--- src/rtl/dac_pair_pkg.sv ---
// Package: shared constants and types for the two-channel DAC controller.
// Assumes an 8-bit code and two channels; the register offsets below are
// the software-visible map and must not be reordered.
package dac_pair_pkg;

    localparam int DAC_W   = 8;   // code width per channel
    localparam int NUM_CH  = 2;   // number of converter channels
    localparam int REG_AW  = 2;   // register offset width
    localparam int EN_LSB  = 6;   // control bit of channel 0 enable

    typedef enum logic [REG_AW-1:0] {
        REG_CODE0 = 2'd0,
        REG_CODE1 = 2'd1,
        REG_CTRL  = 2'd2,
        REG_NONE  = 2'd3
    } dac_reg_e;

    // Per-channel control from the register bank to the converter timer.
    typedef struct packed {
        logic en;     // enable bit currently set
        logic start;  // begin (or restart) a conversion at this edge
        logic stop;   // enable is being cleared at this edge
    } ch_ctl_t;

endpackage

--- src/rtl/dac_reg_bank.sv ---
// Register bank: holds the per-channel code registers and the enable bits,
// serves combinational reads, and derives the start/stop pulses per channel.
// Assumes at most one write per cycle on the bus.
module dac_reg_bank
    import dac_pair_pkg::*;
#(
    parameter int DATA_W = DAC_W,
    parameter int CH_N   = NUM_CH
) (
    input  logic                           clk,
    input  logic                           rst_n,
    input  logic                           bus_wr,
    input  logic [REG_AW-1:0]              bus_addr,
    input  logic [DATA_W-1:0]              bus_wdata,
    output logic [DATA_W-1:0]              bus_rdata,
    output logic [CH_N-1:0][DATA_W-1:0]    code_q,
    output ch_ctl_t [CH_N-1:0]             ctl
);

    logic [CH_N-1:0] en_q;
    logic [CH_N-1:0] sel_code;
    logic [CH_N-1:0] en_wr_bit;
    logic            wr_ctrl;

    assign wr_ctrl = bus_wr && (dac_reg_e'(bus_addr) == REG_CTRL);

    for (genvar ch = 0; ch < CH_N; ch++) begin : g_ch
        assign sel_code[ch]  = bus_wr && (bus_addr == REG_AW'(ch));
        assign en_wr_bit[ch] = bus_wdata[EN_LSB + ch];

        // Capture the channel code on a write to its offset.
        always_ff @(posedge clk) begin
            if (!rst_n) begin
                code_q[ch] <= '0;
            end else if (sel_code[ch]) begin
                code_q[ch] <= bus_wdata;
            end
        end

        // Capture the channel enable bit on a control write.
        always_ff @(posedge clk) begin
            if (!rst_n) begin
                en_q[ch] <= 1'b0;
            end else if (wr_ctrl) begin
                en_q[ch] <= en_wr_bit[ch];
            end
        end

        // Derive the timer controls: rising enable or code rewrite starts.
        always_comb begin
            ctl[ch].en    = en_q[ch];
            ctl[ch].start = (wr_ctrl && en_wr_bit[ch] && !en_q[ch])
                          || (sel_code[ch] && en_q[ch]);
            ctl[ch].stop  = wr_ctrl && !en_wr_bit[ch] && en_q[ch];
        end
    end

    // Read multiplexer over the register map; unused bits read zero.
    always_comb begin
        bus_rdata = '0;
        case (dac_reg_e'(bus_addr))
            REG_CODE0: bus_rdata = code_q[0];
            REG_CODE1: bus_rdata = code_q[1];
            REG_CTRL: begin
                for (int ch = 0; ch < CH_N; ch++) begin
                    bus_rdata[EN_LSB + ch] = en_q[ch];
                end
            end
            default:   bus_rdata = '0;
        endcase
    end

endmodule

--- src/rtl/dac_conv_channel.sv ---
// One converter channel: a down-counter models the settling time, the
// finished result is held until replaced or the channel is disabled.
// Assumes start and stop are never asserted together and CONV_CYCLES >= 1.
module dac_conv_channel
    import dac_pair_pkg::*;
#(
    parameter int DATA_W      = DAC_W,
    parameter int CONV_CYCLES = 4,
    localparam int CNT_W      = $clog2(CONV_CYCLES + 1)
) (
    input  logic              clk,
    input  logic              rst_n,
    input  ch_ctl_t           ctl,
    input  logic [DATA_W-1:0] code_in,
    output logic [DATA_W-1:0] code_out,
    output logic              valid,
    output logic              drive
);

    logic [CNT_W-1:0]  cnt_q;
    logic [DATA_W-1:0] result_q;
    logic              valid_q;

    // Conversion timer and result register.
    always_ff @(posedge clk) begin
        if (!rst_n) begin
            cnt_q    <= '0;
            result_q <= '0;
            valid_q  <= 1'b0;
        end else if (ctl.stop) begin
            cnt_q    <= '0;
            result_q <= '0;
            valid_q  <= 1'b0;
        end else if (ctl.start) begin
            cnt_q    <= CNT_W'(CONV_CYCLES);
        end else if (cnt_q == CNT_W'(1)) begin
            cnt_q    <= '0;
            result_q <= code_in;
            valid_q  <= 1'b1;
        end else if (cnt_q != '0) begin
            cnt_q    <= cnt_q - CNT_W'(1);
        end
    end

    // Pin drive follows the enable bit directly.
    assign drive    = ctl.en;
    assign code_out = result_q;
    assign valid    = valid_q;

endmodule

--- src/rtl/dac_pair_ctrl.sv ---
// Top: two-channel DAC register controller. Bus writes land in the register
// bank, each channel timer produces a held code, a valid flag and a drive
// enable. Assumes one bus write per cycle and CONV_CYCLES >= 1.
module dac_pair_ctrl
    import dac_pair_pkg::*;
#(
    parameter int CONV_CYCLES = 4
) (
    input  logic                      clk,
    input  logic                      rst_n,
    input  logic                      bus_wr,
    input  logic [REG_AW-1:0]         bus_addr,
    input  logic [DAC_W-1:0]          bus_wdata,
    output logic [DAC_W-1:0]          bus_rdata,
    output logic [NUM_CH*DAC_W-1:0]   out_code,
    output logic [NUM_CH-1:0]         out_valid,
    output logic [NUM_CH-1:0]         out_drive
);

    logic [NUM_CH-1:0][DAC_W-1:0] code_q;
    ch_ctl_t [NUM_CH-1:0]         ctl;

    dac_reg_bank #(
        .DATA_W (DAC_W),
        .CH_N   (NUM_CH)
    ) u_regs (
        .clk       (clk),
        .rst_n     (rst_n),
        .bus_wr    (bus_wr),
        .bus_addr  (bus_addr),
        .bus_wdata (bus_wdata),
        .bus_rdata (bus_rdata),
        .code_q    (code_q),
        .ctl       (ctl)
    );

    for (genvar ch = 0; ch < NUM_CH; ch++) begin : g_conv
        dac_conv_channel #(
            .DATA_W      (DAC_W),
            .CONV_CYCLES (CONV_CYCLES)
        ) u_conv (
            .clk      (clk),
            .rst_n    (rst_n),
            .ctl      (ctl[ch]),
            .code_in  (code_q[ch]),
            .code_out (out_code[ch*DAC_W +: DAC_W]),
            .valid    (out_valid[ch]),
            .drive    (out_drive[ch])
        );
    end

endmodule

--- config.mk ---
export PLATFORM = sky130hd
export DESIGN_NAME = dac_pair_ctrl
export DESIGN_NICKNAME = d
export VERILOG_FILES = /design/src/rtl/dac_pair_pkg.sv /design/src/rtl/dac_reg_bank.sv /design/src/rtl/dac_conv_channel.sv /design/src/rtl/dac_pair_ctrl.sv
export SDC_FILE = /design/constraint.sdc
export NUM_CORES = 1
export LEC_CHECK = 0
export BUFFER_PORTS_ARGS = -buffer_cell sky130_fd_sc_hd__buf_2
export CAP_MARGIN = 0
export CELL_PAD_IN_SITES_DETAIL_PLACEMENT = 2
export CELL_PAD_IN_SITES_GLOBAL_PLACEMENT = 2
export CORE_MARGIN = 4
export CORE_UTILIZATION = 37
export DETAILED_ROUTE_END_ITERATION = 10
export PLACE_DENSITY = 0.89
export SLEW_MARGIN = 20
export SYNTH_ARGS = -nofsm -noshare
export SYNTH_HDL_FRONTEND = slang
export SYNTH_HIERARCHICAL = 1
export SYNTH_SLANG_ARGS = --single-unit
--- constraint.sdc ---
create_clock -name clk -period 3.9 [get_ports clk]
set_clock_uncertainty 0.1 [all_clocks]
set_input_delay 0.39 -clock clk [delete_from_list [all_inputs] [get_ports clk]]
set_output_delay 0.39 -clock clk [all_outputs]
set_load 0.02 [all_outputs]
; ---- Word level (Yosys, flattened, before mapping)
; Index checks and enable logic that the tools add are counted.
; Widths: inputs -> output; s select.
[totals]
inputBits = 13
register_bits = 42
out_inout_bits = 28
[op_classes]
n_reduce_logical = 30
n_bitwise = 3
n_addsub = 2
n_mux = 8
n_eq_ne = 4
[ops]
columns = op, n
row1 = $mux 3, 6
row2 = $logic_and 1x1->1, 13
row3 = $pmux 6 s2, 1
row4 = $reduce_bool 3->1, 4
row5 = $reduce_or 4->1, 2
row6 = $eq 3x1->1 const B, 2
row7 = $pmux 2 s3, 1
row8 = $sub 3x1->3 const B, 2
row9 = $logic_not 1->1, 4
row10 = $reduce_and 2->1, 2
row11 = $reduce_or 2->1, 2
row12 = $not 1->1, 3
row13 = $eq 2x1->1 const B, 1
row14 = $eq 2x2->1 const B, 1
row15 = $logic_not 2->1, 1
row16 = $logic_or 1x1->1, 2

; ---- Longest topological paths before layout
[depth]
word_depth = 7
mapped_depth = 6
mapped_depth_nobuf = 4

; ---- Hierarchy
; The synthesis kept the hierarchy.
[by_module_without_submodules]
columns = module, cells_per_inst, seq_area_each_um2, n_inst, area_per_inst_um2
row1 = dac_conv_channel, 63, 240.2, 2, 645.6
row2 = dac_reg_bank, 98, 360.3, 1, 912.1

; ---- Least setup slack after synthesis
; OpenSTA, ideal clock, no wires.
[synth_path]
path_type = in2reg
from = in bus_addr[0]
to = reg g_conv[0].u_conv.result_q[2]
required_time_ns = 3.675
setup_ns = 0.125
n_path_buf = 2
path_stages = 6
slack_ns = 2.223
arrival_ns = 1.452
cell_sequence = nand3b_1 > nor3b_1 > clkbuf_1 > clkbuf_1 > nand3b_1 > mux2i_1
[synth_rtl]
columns = element, line_no
row1 = from (decl), dac_pair_ctrl.sv:12  ; input logic [REG_AW-1:0] bus_addr,
row2 = to (signal assigned), dac_conv_channel.sv:38  ; result_q <= code_in;
row3 = to (decl), dac_conv_channel.sv:21  ; logic [DATA_W-1:0] result_q;

==> summary.md <==
| Metric | Value |
|---|---|
| Cell type group with the largest total delay on the critical path | simple AND/OR/NAND/NOR gates |
| Final Power | 1.18 mW |
| Top cell type's share of synthesized area | 38.2% |
| Horiz. Die Dim | 85.2 microns |
| Vertical die dimension | 85.2 microns |
| Total CTS buffers | 5 |
| Cells after DPL | 321 |
| Number of max-slew violations in the final report | 0 |
| Final min period | 1820 ps |
| Setup repair after global routing missed its margin | no |
| Layout overhead on the synthesized area | 13.2% |
| Skew-Pair Late Insertion Delay | 290 ps |
| Post-synth top area cell | sky130_fd_sc_hd__dfxtp_1 |
| Register clock-pin slew on the reported worst setup and hold paths | 80 ps |
| Final Cell Area | 2490 sq um |
| Worst Path Required | 4020 ps |
| Clock tree from TritonCTS | done |
| Number of buffer and inverter instances along the worst setup path | 2 |
| Cell Area, Placed | 2410 sq um |
| Ports | 41 |
| Post-Layout Cell Count | 328 |
| Worst-case headroom to the max-slew limit | 36.9% |
| Maximum ir drop on the vdd rail | 0.195 mV |
| Setup Total Neg Slack | 0 ps |
| Start point of the critical path | bus_addr[0] |
| Static power due to leakage | 1.04 nW |
| Vias in the first global route | 1916 |
| Number of setup buffers added after CTS | 0 |
| Worst R2R Start | u_regs/ctl[5] |
| DRT iter0 DRCs | 79 |
| Count of standard-cell rows | 27 |
| Source of the worst hold timing path | bus_wdata[0] |
| Critical path launch point type | primary input |
| Hold Fails Final Rpt | 0 |
| Synth Net Count | 243 |
| Cell at the root of the clock tree | sky130_fd_sc_hd__clkbuf_8 |
| Number of failing setup endpoints in the final timing report | 0 |
| Synth Flop Type | sky130_fd_sc_hd__dfxtp_1 |
| Mean Syn Cell Area | 9.84 sq um |
| Number of cells on the worst reg-to-reg path | 5 |
| Measured slew at the worst slew-check pin | 942 ps |
| Part of the Yosys area used for sequential elements | 38.2% |
| CP peak stage delay | 510 ps |
| Synthesized cell area | 2200 sq um |
| Number of enable flip-flop cells after synthesis | 0 |
| Synth warnings | 6 |
| Number of antenna violations at the first check in global routing | 0 |
| Die area | 7250 sq um |
| Antenna Nets Post-Route | 0 |
| Layout Utilization | 44.2% |
| Arrival time at the worst endpoint | 1940 ps |
| GRT Overall Usage | 17.1% |
| Hold-fix buffers at CTS | 0 |
| Fmax | 0.550 GHz |
| Final period utilization | 46.6% |
| Fraction of synthesis flops using an asynchronous set or reset pin | 0% |
| Total of buffers placed on input and output ports | 40 |
| Maximum buffer depth of the clock tree | 2 |
| Aggregate routed wire length | 5940 microns |
| Layout cell share with drive strength beyond 1 | 22.3% |
| H-tree depth | 2 |
| Post-detailed-route DRC marker count | 0 |
| Number of cells on the worst hold path | 3 |
| Max_cap viols | 0 |
| Distinct cell type count of the synthesized netlist | 29 |
| Result of the run | complete, no violations |
| Wire length of the first global-routing pass | 9840 microns |
| Vias per inst | 5.34 |
| Hold-critical path endpoint | u_regs/code_q[8] |
| Number of gates resized after CTS | 0 |
| Clock sink count | 42 |
| Post-DR wirelength/cell | 18.1 microns |
| Ranking of synthesized cells by area | sky130_fd_sc_hd__dfxtp_1 38%, sky130_fd_sc_hd__mux2i_1 19%, sky130_fd_sc_hd__nand3b_1 12% |
| Slowest cell on crit path | sky130_fd_sc_hd__or4bb_1 |
| Reg-to-reg slack, setup | 2100 ps |
| Floorplan core area | 5640 sq um |
| Worst R2R End | g_conv[1].u_conv/valid |
| Category of the worst setup path capture point | register |
| Residual overflow from global routing | 0 |
| HPWL after detailed placement | 4300 microns |
| Net count reported at finish | 275 |
| Maximum number of pins on one net before global-route repair | 67 |
| Initial cell density of the core | 39.1% |
| Flip-flop and latch count after synthesis | 42 |
| Min-Delay Path Class | primary input to register |
| Routability congestion estimate | 0.759 |
| Number of iterations in the first detailed-routing pass | 3 |
| Filler cell count in the final layout | 609 |
| Start-to-end type of the worst setup path | primary input to register |
| Power per standard cell area | 473 nW/um^2 |
| Via total after detailed routing | 1750 |
| Ordered list of cells on the worst path | buf_2 -> nand3b_1 -> nor3b_1 -> buf_4 -> or4bb_1 -> o2bb2ai_1 |
| Count of antenna diodes in the layout | 0 |
| Gate Count Post-Synth | 224 |
| Top fanout value on the critical path | 20 |
worst max path at each step:
stage	endpoint	cells after the start	slack, ps
after CTS	g_conv[1].u_conv/cnt_q[1]	6	2090
after detailed placement	g_conv[1].u_conv/cnt_q[1]	6	1790
after global placement	g_conv[1].u_conv/cnt_q[1]	3	1890
after global routing	g_conv[1].u_conv/valid	5	1950
final	g_conv[0].u_conv/cnt_q[1]	6	2080
after floorplan	g_conv[0].u_conv/code_out[2]	6	2220
metal layers:
metal,up-vias,global-route usage (%),share of wire [%]
met5,-,0,0
met4,0,5.61,1.3
met3,7,3.01,3.1
met2,30,30.9,52
met1,867,20.4,44
li1,846,-,-
cell type report:
type	instances	area [sq um]	area share, %
Clock buffer	6	72.6	2.91
Clock inverter	1	7.51	0.301
Inverter	6	22.5	0.903
Multi-Input combinational cell	157	1230	49.2
Sequential cell	42	841	33.7
Tap cell	72	90.1	3.61
Timing Repair Buffer	44	233	9.33
flip-flops by register name, summed over array words and instances, names as in the netlist:
register                flops
u_regs/ctl                  2
g_conv.u_conv/code_out     16
g_conv.u_conv/cnt_q         6
g_conv.u_conv/valid         2
u_regs/code_q              16
synthesized netlist by cell type, drive strengths merged (4+ instances only):
master	count
dfxtp	42
mux2i	42
nand3b	36
nand2	26
buf	15
nor2	8
ha	6
inv	6
nor3b	5
clkbuf	4
nand2b	4
o2bb2ai	4
or3b	4
cells by family after synthesis:
family | Yosys count | share of synthesized area (%)
simple gates | 95 | 27.5
compound gates | 14 | 5.68
mux | 42 | 19.1
buf+inv | 25 | 6.13
fa+ha+maj | 6 | 3.41
flops | 42 | 38.2
power by group:
group	leakage, nW	switching, mW	internal, mW
registers	0.341	0.0400	0.474
logic	0.661	0.214	0.185
clock network	0.0373	0.144	0.123
total	1.04	0.398	0.782
stage by stage:
step / hold WS, ps / worst slack (ps)
2_1_floorplan: 347 / 2220
3_3_place_gp: 359 / 1890
3_5_place_dp: 379 / 1790
4_1_cts: 270 / 2090
5_1_grt: 283 / 1950
6_report: 279 / 2080
layout by cell type (no fill, tap or decap), types with 2 or more instances in the layout:
master,instances
sky130_fd_sc_hd__nand2b_1,4
sky130_fd_sc_hd__o21ba_2,2
sky130_fd_sc_hd__or2b_1,2
sky130_fd_sc_hd__or4b_1,2
sky130_fd_sc_hd__buf_4,5
sky130_fd_sc_hd__a221oi_2,2
sky130_fd_sc_hd__nand3b_1,36
sky130_fd_sc_hd__clkbuf_8,5
sky130_fd_sc_hd__nor2_1,8
sky130_fd_sc_hd__inv_1,6
sky130_fd_sc_hd__a31oi_1,2
sky130_fd_sc_hd__o21bai_1,2
sky130_fd_sc_hd__or2_2,2
sky130_fd_sc_hd__or3b_1,4
sky130_fd_sc_hd__nor4b_1,2
sky130_fd_sc_hd__nor3b_1,4
sky130_fd_sc_hd__buf_2,39
sky130_fd_sc_hd__nand2_1,26
sky130_fd_sc_hd__dfxtp_1,42
sky130_fd_sc_hd__ha_1,6
sky130_fd_sc_hd__o2bb2ai_1,4
sky130_fd_sc_hd__or4bb_1,2
sky130_fd_sc_hd__mux2i_1,42
worst min-delay path, delay by kind of cell:
family / cells / cell delay [ps]
mux: 1 / 60
simple gates: 1 / 70
buf+inv: 1 / 100
Power figures use the tool's default switching activity.
